### src/rtl/lim_pkg.sv
package lim_pkg;
  typedef enum logic {
    LINK_FAIL = 1'b0,
    LINK_PASS = 1'b1
  } link_state_e;
endpackage

### src/rtl/lim_ms_counter.sv
// Saturating millisecond counter with synchronous clear.
module lim_ms_counter #(
  parameter int MAX_VAL  = 65,
  parameter int INIT_VAL = 0,
  parameter int W        = $clog2(MAX_VAL + 1)
) (
  input  logic         clk,
  input  logic         rst,
  input  logic         clr,
  input  logic         tick,
  output logic [W-1:0] cnt
);
  localparam logic [W-1:0] MAX_W  = W'(MAX_VAL);
  localparam logic [W-1:0] INIT_W = W'(INIT_VAL);

  always_ff @(posedge clk) begin
    if (rst)                       cnt <= INIT_W;
    else if (clr)                  cnt <= '0;
    else if (tick && cnt != MAX_W) cnt <= cnt + 1'b1;
  end

  // counter never runs past its ceiling
  a_r2_cnt_bound: assert property (@(posedge clk) disable iff (rst)
    cnt <= MAX_W);
endmodule

### src/rtl/lim_recover.sv
// Counts consecutive accepted link pulses while the link is down.
module lim_recover #(
  parameter int NEED = 2,
  parameter int W    = $clog2(NEED + 1)
) (
  input  logic clk,
  input  logic rst,
  input  logic clr,
  input  logic pulse_acc,
  input  logic spaced_ok,
  output logic hit
);
  localparam logic [W-1:0] NEED_W = W'(NEED);
  localparam logic [W-1:0] ONE_W  = W'(1);

  logic [W-1:0] run_cnt;
  logic [W-1:0] run_nxt;

  always_comb begin
    if (!spaced_ok)            run_nxt = ONE_W;
    else if (run_cnt >= NEED_W) run_nxt = NEED_W;
    else                       run_nxt = run_cnt + 1'b1;
    hit = pulse_acc && (run_nxt >= NEED_W);
  end

  always_ff @(posedge clk) begin
    if (rst || clr)     run_cnt <= '0;
    else if (pulse_acc) run_cnt <= run_nxt;
  end

  // the run length stays within the required count
  a_r7_run_bound: assert property (@(posedge clk) disable iff (rst)
    run_cnt <= NEED_W);
endmodule

### src/rtl/link_integrity_mon.sv
module link_integrity_mon
  import lim_pkg::*;
#(
  parameter int LOSS_MS        = 65,
  parameter int BLANK_MS       = 4,
  parameter int RECOVER_PULSES = 2
) (
  input  logic clk,
  input  logic rst,
  input  logic tick_1ms,
  input  logic lt_en,
  input  logic force_pass_n,
  input  logic lp_strobe,
  input  logic pkt_strobe,
  output logic link_ok,
  output logic led_link_n
);
  localparam int CW = $clog2(LOSS_MS + 2);
  localparam int SPACE_MAX = LOSS_MS + 1;
  localparam logic [CW-1:0] LOSS_W   = CW'(LOSS_MS);
  localparam logic [CW-1:0] LOSS_M1  = CW'(LOSS_MS - 1);
  localparam logic [CW-1:0] BLANK_W  = CW'(BLANK_MS);

  link_state_e state_q, state_d;
  logic        led_q;
  logic        override;
  logic        pulse_acc;
  logic        activity;
  logic        spaced_ok;
  logic        loss_hit;
  logic        rec_hit;
  logic [CW-1:0] silence_cnt;
  logic [CW-1:0] space_cnt;

  assign override  = !lt_en || !force_pass_n;
  assign pulse_acc = lp_strobe && (space_cnt >= BLANK_W);
  assign activity  = pkt_strobe || pulse_acc;
  assign spaced_ok = (space_cnt <= LOSS_W);
  assign loss_hit  = tick_1ms && !activity && (silence_cnt == LOSS_M1);

  // ticks since last accepted pulse or packet
  lim_ms_counter #(.MAX_VAL(LOSS_MS), .INIT_VAL(0), .W(CW)) u_silence (
    .clk  (clk),
    .rst  (rst),
    .clr  (override || activity),
    .tick (tick_1ms),
    .cnt  (silence_cnt)
  );

  // ticks since last accepted link pulse; starts saturated
  lim_ms_counter #(.MAX_VAL(SPACE_MAX), .INIT_VAL(SPACE_MAX), .W(CW)) u_space (
    .clk  (clk),
    .rst  (rst),
    .clr  (pulse_acc),
    .tick (tick_1ms),
    .cnt  (space_cnt)
  );

  lim_recover #(.NEED(RECOVER_PULSES)) u_recover (
    .clk       (clk),
    .rst       (rst),
    .clr       (override || state_q == LINK_PASS),
    .pulse_acc (pulse_acc),
    .spaced_ok (spaced_ok),
    .hit       (rec_hit)
  );

  always_comb begin
    state_d = state_q;
    if (override) begin
      state_d = LINK_PASS;
    end else begin
      case (state_q)
        LINK_PASS: if (loss_hit) state_d = LINK_FAIL;
        LINK_FAIL: if (pkt_strobe || rec_hit) state_d = LINK_PASS;
        default:   state_d = LINK_FAIL;
      endcase
    end
  end

  always_ff @(posedge clk) begin
    if (rst) begin
      state_q <= override ? LINK_PASS : LINK_FAIL;
      led_q   <= override ? 1'b0 : 1'b1;
    end else begin
      state_q <= state_d;
      led_q   <= (state_d != LINK_PASS);
    end
  end

  assign link_ok    = (state_q == LINK_PASS);
  assign led_link_n = led_q;

  // link test disabled holds the link good
  a_r1_test_off: assert property (@(posedge clk) disable iff (rst)
    !lt_en |=> link_ok);

  // forced-pass strap holds the link good
  a_r6_forced: assert property (@(posedge clk) disable iff (rst)
    !force_pass_n |=> link_ok);

  // packet recovers a failed link
  a_r4_pkt_recover: assert property (@(posedge clk) disable iff (rst)
    (!link_ok && !override && pkt_strobe) |=> link_ok);

  // a pulse inside the blanking window cannot bring the link up
  a_r5_blank: assert property (@(posedge clk) disable iff (rst)
    (!link_ok && !override && !pkt_strobe && (space_cnt < BLANK_W)) |=> !link_ok);

  // the final silent tick drops the link
  a_r2_timeout: assert property (@(posedge clk) disable iff (rst)
    (link_ok && !override && tick_1ms && !pkt_strobe && !lp_strobe
     && silence_cnt == LOSS_M1) |=> !link_ok);

  // lamp and link flag always agree
  a_r10_led: assert property (@(posedge clk) disable iff (rst)
    led_link_n != link_ok);
endmodule

### config.mk
export PLATFORM = sky130hd
export DESIGN_NAME = link_integrity_mon
export DESIGN_NICKNAME = d
export VERILOG_FILES = /design/src/rtl/lim_pkg.sv /design/src/rtl/lim_ms_counter.sv /design/src/rtl/lim_recover.sv /design/src/rtl/link_integrity_mon.sv
export SDC_FILE = /design/constraint.sdc
export NUM_CORES = 1
export LEC_CHECK = 0
export ABC_CLOCK_PERIOD_IN_PS = 2700
export BUFFER_PORTS_ARGS = -buffer_cell sky130_fd_sc_hd__buf_4
export CAP_MARGIN = 5
export CORE_MARGIN = 5
export CORE_UTILIZATION = 45
export DETAILED_ROUTE_END_ITERATION = 16
export GPL_TIMING_DRIVEN = 1
export HOLD_SLACK_MARGIN = 0.08
export PLACE_DENSITY = 0.67
export SKIP_CTS_REPAIR_TIMING = 1
export SYNTH_ARGS = -nofsm -noshare
export SYNTH_HDL_FRONTEND = slang
export SYNTH_HIERARCHICAL = 1
export SYNTH_SLANG_ARGS = --single-unit
### constraint.sdc
create_clock -name clk -period 2.7 [get_ports clk]
set_input_delay 0.54 -clock clk [delete_from_list [all_inputs] [get_ports clk]]
set_output_delay 0.54 -clock clk [all_outputs]
set_load 0.01 [all_outputs]
Word-level counts from Yosys, hierarchy flattened --
Index checks and enable logic that the tools add are counted.
Storage, ports and cells: word-level logic and storage cells 48, bits in read-only memories 0, output and inout bits 2, flip-flop bits (word level) 18, bits in latches 0, memories kept 0, memory bits (writable) 0
Cells by class: reductions and logical operators 18, div/mod/pow operators 0, $mul 0, eq/ne operators 3, $add $sub $neg 3, bitwise operators 2, shift operators 0, $lt $le $gt $ge 4, multiplexer cells 12
Operators by type and width (count):
- $add 7x1->7 const B | 2
- $mux 7 | 2
- $ne 7x7->1 const B | 2
- $eq 7x7->1 const B | 1
- $ge 7x3->1 const B | 1
- $le 7x7->1 const B | 1
- $mux 1 | 7
- $logic_and 1x1->1 | 6
- $logic_or 1x1->1 | 6
- $ge 2x2->1 const B | 2
- $mux 2 | 2
- $reduce_or 2->1 | 2
- $logic_not 1->1 | 3
- $add 2x1->2 const B | 1
- $not 1->1 | 2
- $pmux 1 s2 | 1
- $reduce_bool 2->1 | 1

Depth between registers and ports, before layout --
Gate-level depths: netlist of the first run.
word-level depth 11, depth in mapped cells 7

Cells and area by module --
The synthesis of the first run kept the hierarchy.
By module, submodules not included:
- lim_ms_counter (u_space) | area an instance 364.1 um^2, sequential area each 140.1 um^2, times used 1, cells each 41
- lim_ms_counter (u_silence) | area an instance 347.8 um^2, sequential area each 140.1 um^2, times used 1, cells each 40
- link_integrity_mon | area an instance 143.9 um^2, sequential area each 40.0 um^2, times used 1, cells each 17
- lim_recover | area an instance 90.1 um^2, sequential area each 40.0 um^2, times used 1, cells each 8

Least setup slack after synthesis of the first run --
No wires, ideal clock.
path type reg-to-reg, start register u_space.cnt[3], end register u_silence.cnt[1], arrival 1.962 ns, path buffers 1, cell stages (with the launch flop) 7, slack 0.652 ns, cell sequence dfxtp_1 -> or4_4 -> o31a_1 -> or2_2 -> or2_1 -> clkbuf_1 -> a211oi_1
Between the ends: longest elaborated chain between the ends 5
RTL lines:
- from (decl) | RTL line lim_ms_counter.sv:11 | output logic [W-1:0] cnt
- from (signal assigned) | RTL line lim_ms_counter.sv:19 | else if (tick && cnt != MAX_W) cnt <= cnt + 1'b1;
- $ge 7x3->1 | RTL line link_integrity_mon.sv:36 | assign pulse_acc = lp_strobe && (space_cnt >= BLANK_W);
- $logic_and 1x1->1 | RTL line link_integrity_mon.sv:36
- $logic_or 1x1->1 | RTL line link_integrity_mon.sv:37 | assign activity = pkt_strobe || pulse_acc;
- $logic_or 1x1->1 | RTL line link_integrity_mon.sv:45 | .clr (override || activity),
- $reduce_or 2->1 (no line)
- to (signal assigned) | RTL line lim_ms_counter.sv:19
- to (decl) | RTL line lim_ms_counter.sv:11
Every way passes these cells. A chain may end at the register's enable or synchronous reset.

Final worst setup path of the first run --
Ends and elaborated chain as after synthesis.

==> results of run 1 <==
==> worst max-delay path: cells and delay by family, from the launching register on <==
| family | cells | cell delay (ns) |
|---|---|---|
| and+or+nand+nor | 3 | 1.17 |
| AOI/OAI and AO/OA | 2 | 0.50 |
| DFF | 1 | 0.37 |
==> sequential cells by signal (all words and copies together) (netlist names) <==
signal             flops
link_ok                1
u_space/cnt            7
led_link_n             1
u_silence/cnt          7
u_recover/run_cnt      2
==> layout make-up <==
class                           instances  area share, %
Multi-Input combinational cell         83           52.9
Sequential cell                        18           33.6
Tap cell                               27           3.15
Clock buffer                            4           3.38
Inverter                                4           1.40
Timing Repair Buffer                    8           5.60
==> layout by cell type, fill, tap and decap left out, drive strengths merged <==
| cell | synthesis | routed |
|---|---|---|
| buf | 0 | 8 |
| nor3 | 1 | 1 |
| nand2b | 1 | 1 |
| nor4 | 2 | 2 |
| nand4 | 4 | 4 |
| o32a | 1 | 1 |
| dfxtp | 18 | 18 |
| ha | 4 | 4 |
| clkbuf | 1 | 4 |
| a2111oi | 1 | 1 |
| xor2 | 4 | 4 |
| o311a | 1 | 1 |
| nor2 | 9 | 9 |
| a21boi | 1 | 1 |
| a211oi | 1 | 1 |
| nor4b | 2 | 2 |
| or4 | 2 | 2 |
| or4b | 1 | 1 |
| inv | 4 | 4 |
| a21oi | 7 | 7 |
| nor2b | 3 | 3 |
| nand3b | 1 | 1 |
| nand3 | 1 | 1 |
| a211o | 3 | 3 |
| o32ai | 1 | 1 |
| mux2i | 1 | 1 |
| o211a | 1 | 1 |
| o31a | 1 | 1 |
| o21a | 1 | 1 |
| mux2 | 1 | 1 |
| or3 | 3 | 3 |
| or2 | 5 | 5 |
| o21ai | 5 | 5 |
| a21bo | 1 | 1 |
| nand2 | 13 | 13 |
==> synth_stat cells, types with 3 or more instances <==
cell	n	area, um^2
or2_2	4	25.0
nand2_1	13	48.8
a21oi_1	7	35.0
dfxtp_1	18	360
inv_1	4	15.0
ha_1	4	50.1
xor2_1	4	35.0
nand4_1	4	25.0
nor2_1	9	33.8
o21ai_0	5	25.0
nor2b_1	3	18.8
or3_1	3	18.8
==> metal layers <==
metal | GRT usage, % | share of wire, % | wire (um) | vias to the layer above
met4 | 3.39 | 0.68 | 12 | 0
li1 | - | - | - | 408
met5 | 0 | 0 | 0 | -
met1 | 15.5 | 48 | 853 | 385
met3 | 2.55 | 3.2 | 57 | 2
met2 | 21.5 | 48 | 842 | 7
==> per-stage QoR <==
step | instance area, um^2 | worst slack, ns
global placement | 1040 | 0.641
CTS | 1070 | 0.576
detailed placement | 1040 | 0.605
global route | 1070 | 0.494
finish | 1070 | 0.582
floorplan | 946 | 0.652
==> cells by family (layout without fill, tap and decap cells) <==
| kind of cell | count (synthesis) | in the layout |
|---|---|---|
| compound gates | 25 | 25 |
| flops | 18 | 18 |
| simple gates | 48 | 48 |
| buf+inv | 5 | 16 |
| mux | 2 | 2 |
| fa+ha+maj | 4 | 4 |
| xor+xnor | 4 | 4 |
==> worst min-delay path by stage <==
stage | start | end | slack [ns] | cells after the start
floorplan | u_space/cnt[0] | u_space/cnt[0] | 0.47 | 2
detailed placement | u_space/cnt[0] | u_space/cnt[0] | 0.50 | 2
CTS | rst | u_recover/run_cnt[0] | 0.50 | 2
finish | rst | u_recover/run_cnt[0] | 0.50 | 2
global route | rst | u_recover/run_cnt[1] | 0.50 | 2
global placement | u_space/cnt[0] | u_space/cnt[0] | 0.49 | 2
==> report_power, final <==
group | total (W) | internal (W) | switching, W | leakage, nW
combinational | 0.0000637 | 0.0000303 | 0.0000334 | 0.219
sequential | 0.000281 | 0.000273 | 0.00000859 | 0.146
clock | 0.000165 | 0.0000819 | 0.0000827 | 0.0210
total | 0.000510 | 0.000385 | 0.000125 | 0.387
==> impl_results.md, run 1 <==
- Status: completed
- CTS Buffer Depth: 2
- Boundary pin count: 9
- Hold Path Class: in -> reg
- Setup crit end: u_silence/cnt[1]
- Reg2reg start: u_space/cnt[3]
- Core ar.: 0.00198 mm^2
- Initial Util: a little under half
- CP endpoint kind: flop
- Clk_lat worst skew: ~0.28 ns
- Crit Path Class: reg -> reg
- Post-layout util: 54.1%
- Initial drt markers: 20
- Synth cell types: 38
- Vias in the first global route: about 770
- Synth Register Bits: 18
- Simple-gate area share of the yosys netlist: a little under 30%
- Vias per cell: approximately 5.6
- # H-tree levels: 1
- Antenna-violating nets left: 0
- Fin Setup TNS: 0 ns
- N_diodes: 0
- Peak VDD IR: 0.266 mV
- Worst reg2reg endpoint: u_silence/cnt[1]
- Leak: 0.387 nW
- Total chip power: slightly above 0.0005 W
- Total track usage: roughly an eighth
- Root Driver: clkbuf_4
- CP required: approximately 2.9 ns
- Nets: ~130
- Via Count: roughly 800
- Clock tree sinks: 18
- CP Launch Type: flop
- Worst-margin pin slew: approximately 0.38 ns
- Slew HR: between 70 and 80%
- Detailed-route DRC error count: 0
- Final GP Congestion: approximately 0.8
- Synthesized cell area: 946 um^2
- PwrDens: 475 mW/mm^2
- Chip height: about 56 um
- CTS tree: done
- WL final: 1.77 mm
- Largest net degree at the start of global routing: 12
- Hold Slack: 0.497 ns
- Flop2flop setup slack: around 0.58 ns
- Final Instance Count excl. Fillers: approximately 140
- Tmin final: about 2.1 ns
- First-pass DRT Iterations: 4
- Slew Viols, Final: 0
- Row cnt: 16
- Hold Vio Cnt, Final: 0
- Post-synthesis mux area share: ~2.2%
- Antenna violations before repair: 0
- Clk slew on worst S/H paths: 0.11 ns
- Synthesized Nets: about 120
- Die Area: 0.00312 mm^2
- Primary FF master, synth: dfxtp_1
- Post-synth ARST share: 0%
- Gr ovfl total: 0
- Fraction of layout cells with a size suffix above 1: between 20% and 30%
- Fmax: about 470 MHz
- Area growth, synth to finish: 13.4%
- Drt wl/cell: ~12 um
- Crit path max fanout: 8
- FF/Latch Area: 360 um^2
- Die width: 55.8 um
- Crit path cell chain: or4_4, o31a_1, or2_2, or2_1, a211oi_1
- First-pass GRT wire length: between 3 and 4 mm
- Detailed placement HPWL: between 1 and 1.5 mm
- CP max stage delay: between 0.5 and 0.6 ns
- RSZ-0062 raised after global routing: false
- Reg2Reg Depth: 5
- Arrival time at the worst endpoint: around 2.3 ns
- Fillers: about 180
- Port-buffer cells: 8
- Worst Skew: around 0.0046 ns
- TritonCTS buffer count: 3
- Maxcap violations: 0
- Mapped Cells: around 110
- Synth warnings: 6
- Sequential area share after synthesis: a little under two fifths
- Crit path launch: u_space/cnt[3]
- Main combinational cell family by area after synthesis: simple AND/OR/NAND/NOR gates
- Post-placement cell count: 140
- Crit-path slowest cell: or4_4
- Post-Synth XOR/XNOR Area: 3.70%
- Synth Area in Compound Gates: 19.3%
- Fin crit share: 78.4%
- Adder-Cell Fraction of Synth Area: 5.29%
- EDFF count, synth: 0
- Multi-input gate area: 567 um^2
- Final setup fails: 0
- Post-Syn Area per Cell: ~9 um^2
(Power assumes the default switching activity.)
==> run 2: changes to the inputs <==
Settings changed: ABC_AREA set to 1, ABC_CLOCK_PERIOD_IN_PS 2700 to 2220.
Clock period 2.7 ns to 2.22 ns, I/O delays scaled along.
==> impl_results.md, run 2 <==
- Status: completed
- Peak VDD IR: roughly 0.5 mV
- Post-synth ARST share: 0%
- Fin Setup TNS: 0 ns
- Row cnt: 18
- First-pass GRT wire length: about 3.8 mm
- Worst Skew: between 0.007 and 0.008 ns
- Nets: 194
- Crit path max fanout: 7
- Setup Slack @ Placement: between 0.7 and 0.8 ns
- Leak: about 0.57 nW
- Root Driver: clkbuf_4
- First-pass DRT Iterations: 4
- Core ar.: roughly 0.0025 mm^2
- Arrival time at the worst endpoint: 1.77 ns
- Initial drt markers: 59
- Final GP Congestion: between 0.8 and 0.9
- Top cells by count, synth: nand2_1 (35), inv_1 (28), nor2_1 (22), dfxtp_1 (18), nand3_1 (16)
- Antenna-violating nets left: 0
- Crit Path Class: reg -> reg
- # H-tree levels: 1
- Slew HR: between 70% and 80%
- Adder-Cell Fraction of Synth Area: 4.30%
- Fin crit share: around 69%
- Fraction of layout cells with a size suffix above 1: 18.7%
- Final Instance Count excl. Fillers: 212
- Tmin final: ~1.5 ns
- Die Area: around 0.0037 mm^2
- Post-placement cell count: ~210
- Crit path cell chain: nor2_2, nand3_1, nand2_2, inv_1, nand2_1, inv_1, nand2_2, inv_2, nor2_1, nand2_1, a21oi_1, o21bai_2
- Chip height: between 60 and 70 um
- Setup ws final: 0.694 ns
- Post-Syn Area per Cell: about 6.7 um^2
- Mapped Cells: approximately 170
- Synth Register Bits: 18
- WL final: about 2.2 mm
- Most common cell after layout, fill and taps aside: nand2_1
- Post-Synth XOR/XNOR Area: 3.01%
- Boundary pin count: 9
- Post-synthesis mux area share: 0%
- Clk slew on worst S/H paths: 0.11 ns
- Hold Slack: 0.377 ns
- CP endpoint kind: flop
- Synthesized Nets: between 150 and 200
- Port-buffer cells: 8
- CP Launch Type: flop
- Hold Vio Cnt, Final: 0
- Initial Util: between 40% and 50%
- Final setup fails: 0
- Synthesized cell area: 0.00116 mm^2
- CP top delay family: simple AND/OR/NAND/NOR gates
- TritonCTS buffer count: 3
- Biggest regs: u_silence/cnt (7), u_space/cnt (7), u_recover/run_cnt (2)
- CTS tree: done
- Vias in the first global route: approximately 930
- Fmax: 655 MHz
- Largest net degree at the start of global routing: 15
- CTS Buffer Depth: 2
- Antenna violations before repair: 0
- Primary FF master, synth: dfxtp_1
- Gr ovfl total: 0
- Clock tree sinks: 18
- Hold Path Class: in -> reg
- Sequential area share after synthesis: ~31%
- Largest area contributor in the netlist: dfxtp_1
- Total track usage: 13.3%
- Top-count cell post-synth: nand2_1
- PwrDens: roughly 500 mW/mm^2
- Drt wl/cell: 10.2 um
- CP max stage delay: about 0.4 ns
- Vias per cell: 4.86
- Main combinational cell family by area after synthesis: simple AND/OR/NAND/NOR gates
- Via Count: just over 1000
- RSZ-0062 raised after global routing: false
- Worst Path Buf+Inv: 3
- Crit-path slowest cell: dfxtp_1
- Synth cell types: 24
- Synth warnings: 6
- Area growth, synth to finish: 8.93%
- N_diodes: 0
- CP required: 2.47 ns
- Die width: 60.9 um
- Synth area leaders: dfxtp_1 (31%), nand2_1 (11%), inv_1 (9.0%)
- Maxcap violations: 0
- EDFF count, synth: 0
- Most frequent cells in the layout: nand2_1 (35), inv_1 (28), nor2_1 (22), dfxtp_1 (18), nand3_1 (16)
- Clk_lat worst skew: 0.30 ns
- Simple-gate area share of the yosys netlist: around two fifths
- Detailed placement HPWL: 1.62 mm
- Synth Area in Compound Gates: 8.06%
- Area share of the leading cell type in the synthesized netlist: between 30% and 40%
- Slew Viols, Final: 0
- Detailed-route DRC error count: 0
- Worst-margin pin slew: 0.373 ns
-- run 2: cell type report --
type | count | area [um^2]
clock buffers | 4 | 36.3
fillers | 253 | 1210
inverters | 32 | 120
multi-input cells | 120 | 653
flip-flops and latches | 18 | 360
well taps | 30 | 37.5
repair buffers | 8 | 60.1
-- run 2: path summary, 6_finish.rpt --
path                        startpoint                    to  slack [ns]  depth (start not counted)
hold reg to reg   u_recover/run_cnt[1]  u_recover/run_cnt[1]        0.49                          2
setup reg to reg        u_space/cnt[3]            led_link_n        0.69                         12
setup / recovery        u_space/cnt[3]            led_link_n        0.69                         12
hold / removal                     rst        u_space/cnt[6]        0.38                          3
-- run 2: logic make-up after synthesis --
family          Yosys count
flops                    18
buf+inv                  35
xor+xnor                  4
fa+ha+maj                 4
simple gates             96
compound gates           16
-- run 2: where the power goes --
group          total [W]  switching, W  internal (W)
Clock           0.000211      0.000111      0.000100
Combinational  0.0000824     0.0000507     0.0000317
Sequential      0.000339    0.00000836      0.000331
Total           0.000632      0.000170      0.000463
-- run 2: layer usage --
layer  routed length, um  share of wire [%]  up-vias  track usage (%)
li1                    -                  -      556                -
met1                1060                 49      457             16.8
met2                1010                 47       15             22.1
met3                  72                3.3        2             3.83
met4                  16               0.74        0             3.41
met5                   0                  0        -                0
-- run 2: tightest hold or removal path, stage by stage --
cell,delay (ns)
buf_4,0.11
inv_1,0.05
nand2_1,0.05
-- run 2: through the flow --
stage	power (W)	instance area (um^2)	util, %
6_report	0.000632	1270	51.2
5_1_grt	0.000670	1270	51.2
4_1_cts	0.000644	1270	51.2
3_5_place_dp	0.000429	1230	49.7
3_3_place_gp	0.000428	1230	49.7
2_1_floorplan	0.000405	1160	-
==> run 3: changes to the inputs <==
Settings changed: ABC_CLOCK_PERIOD_IN_PS 2220 to 1250, PLACE_DENSITY 0.67 to 0.69.
Clock period 2.22 ns to 1.25 ns, I/O delays scaled along.
==> impl_results.md, run 3 (same netlist as run 2, synthesis figures left out) <==
- Status: finished with violations
- Failing checks: setup timing
- First-pass DRT Iterations: 5
- PwrDens: approximately 780 mW/mm^2
- Antenna-violating nets left: 0
- Internal power: roughly 0.00085 W
- Peak VDD IR: 0.540 mV
- CP Launch Type: flop
- Sequential cell fraction of total power: 52.2%
- Initial Util: 47.0%
- Hold Path Class: in -> reg
- Fraction of layout cells with a size suffix above 1: between 40% and 50%
- Fillers: 230
- Cell Area, Placed: approximately 0.0013 mm^2
- Most frequent cells in the layout: nand2_1 (34), inv_1 (23), buf_4 (21), nor2_1 (15), nand3_1 (15)
- Worst Path Buf+Inv: 3
- Flop2flop setup slack: -0.07 ns
- TritonCTS buffer count: 3
- Combinational power share: about 17%
- Setup ws final: -0.0732 ns
- CTS Buffer Depth: 2
- Hold Vio Cnt, Final: 0
- Worst reg2reg endpoint: led_link_n
- Crit-path slowest cell: dfxtp_2
- Gr ovfl total: 0
- Slew Viols, Final: 0
- Leak: between 0.6 and 0.7 nW
- Chip height: roughly 61 um
- Worst-margin pin slew: around 0.27 ns
- Initial drt markers: 43
- Detailed-route DRC error count: 0
- CTS tree: done
- Reg2reg start: u_space/cnt[5]
- First-pass GRT wire length: 3.93 mm
- Slew HR: 81.8%
- CP endpoint kind: flop
- Worst hold stages: 3
- Die width: 60.9 um
- Arrival time at the worst endpoint: ~1.6 ns
- Psw: 0.000306 W
- Tmin final: between 1 and 1.5 ns
- Biggest regs: u_silence/cnt (7), u_space/cnt (7), u_recover/run_cnt (2)
- Clk slew on worst S/H paths: ~0.10 ns
- WL final: between 2 and 2.5 mm
- Area growth, synth to finish: 27.2%
- Row cnt: 18
- Antenna violations before repair: 0
- Hold Path End: u_space/cnt[6]
- Hold path start: rst
- Final GP Congestion: 0.839
- Crit Path Class: reg -> reg
- N_diodes: 0
- Maxcap violations: 0
- Most common cell after layout, fill and taps aside: nand2_1
- Port-buffer cells: 8
- Switching share of power: approximately a quarter
- Final setup fails: 3
- Clock tree sinks: 18
- Post-placement cell count: 221
- Crit path max fanout: 4
- Nets: approximately 210
- CP max stage delay: between 0.3 and 0.4 ns
- Clk_lat worst skew: around 0.29 ns
- CP top delay family: simple AND/OR/NAND/NOR gates
- Die Area: roughly 0.0037 mm^2
- Fin crit share: 106%
- Clock share of power: a little under a third
- Root Driver: clkbuf_4
- Worst Skew: 0.00368 ns
- Fin Setup TNS: -0.110 ns
- Total track usage: between 10% and 20%
- Final Instance Count excl. Fillers: approximately 230
- Vias per cell: 4.84
- Fmax: between 700 and 800 MHz
- Core ar.: roughly 0.0025 mm^2
- Reg2Reg Depth: 12
- Drt wl/cell: 10.6 um
- Via Count: between 1000 and 1500
- Crit path cell chain: nor2_4, nand3_2, nand2_2, inv_2, nand2_1, inv_1, nand2_2, inv_2, nor2_1, nand2_1, a21oi_2, o21bai_2
- RSZ-0062 raised after global routing: true
- Detailed placement HPWL: roughly 1.8 mm
- CP required: ~1.5 ns
- # H-tree levels: 1
- Boundary pin count: 9
- Largest net degree at the start of global routing: 15
- Final Cell Area: about 0.0015 mm^2
- Vias in the first global route: between 900 and 1000
-- run 3: power by group through the flow --
stage,sequential (W),combinational [W],clock (W)
finish,0.000601,0.000190,0.000361
global route,0.000605,0.000215,0.000406
CTS,0.000601,0.000170,0.000382
detailed placement,0.000614,0.000170,0
global placement,0.000614,0.000166,0
floorplan,0.000614,0.000107,0
-- run 3: layout make-up --
| class | instances | area (um^2) | area share (%) |
|---|---|---|---|
| flip-flops and latches | 18 | 378 | 25.5 |
| repair buffers | 23 | 180 | 12.2 |
| clock buffers | 4 | 36.3 | 2.45 |
| inverters | 32 | 120 | 8.11 |
| well taps | 30 | 37.5 | 2.54 |
| multi-input cells | 120 | 728 | 49.2 |
-- run 3: worst reg2reg max path, delay by kind of cell (launching register included) --
kind	cells	cell delay, ns
compound gates	2	0.24
simple gates	7	0.53
buf+inv	3	0.14
flops	1	0.35
-- run 3: stage by stage --
stage	hold slack (ns)	total power, W	setup WS [ns]	utilization, %
global placement	0.461	0.000780	-0.0194	53.9
detailed placement	0.488	0.000784	-0.0828	53.9
floorplan	0.354	0.000721	-0.00837	-
global route	0.207	0.00123	-0.195	59.7
finish	0.207	0.00115	-0.0732	59.7
CTS	0.187	0.00115	-0.110	55.4
-- run 3: worst max-delay path by stage --
stage                        start    endpoint  slack, ns  cells past startpoint
finish              u_space/cnt[5]  led_link_n      -0.07                     12
CTS                 u_space/cnt[5]  led_link_n      -0.11                     12
global route        u_space/cnt[5]  led_link_n      -0.19                     12
floorplan           u_space/cnt[3]  led_link_n     -0.008                     12
global placement    u_space/cnt[3]  led_link_n      -0.02                     11
detailed placement  u_space/cnt[5]  led_link_n      -0.08                     12
-- run 3: per-layer routing --
| layer | up-vias | GRT usage [%] | wire length (um) |
|---|---|---|---|
| li1 | 591 | - | - |
| met1 | 492 | 16.4 | 1020 |
| met2 | 13 | 24.3 | 1310 |
| met3 | 2 | 3.83 | 65 |
| met4 | 0 | 3.10 | 12 |
| met5 | - | 0 | 0 |
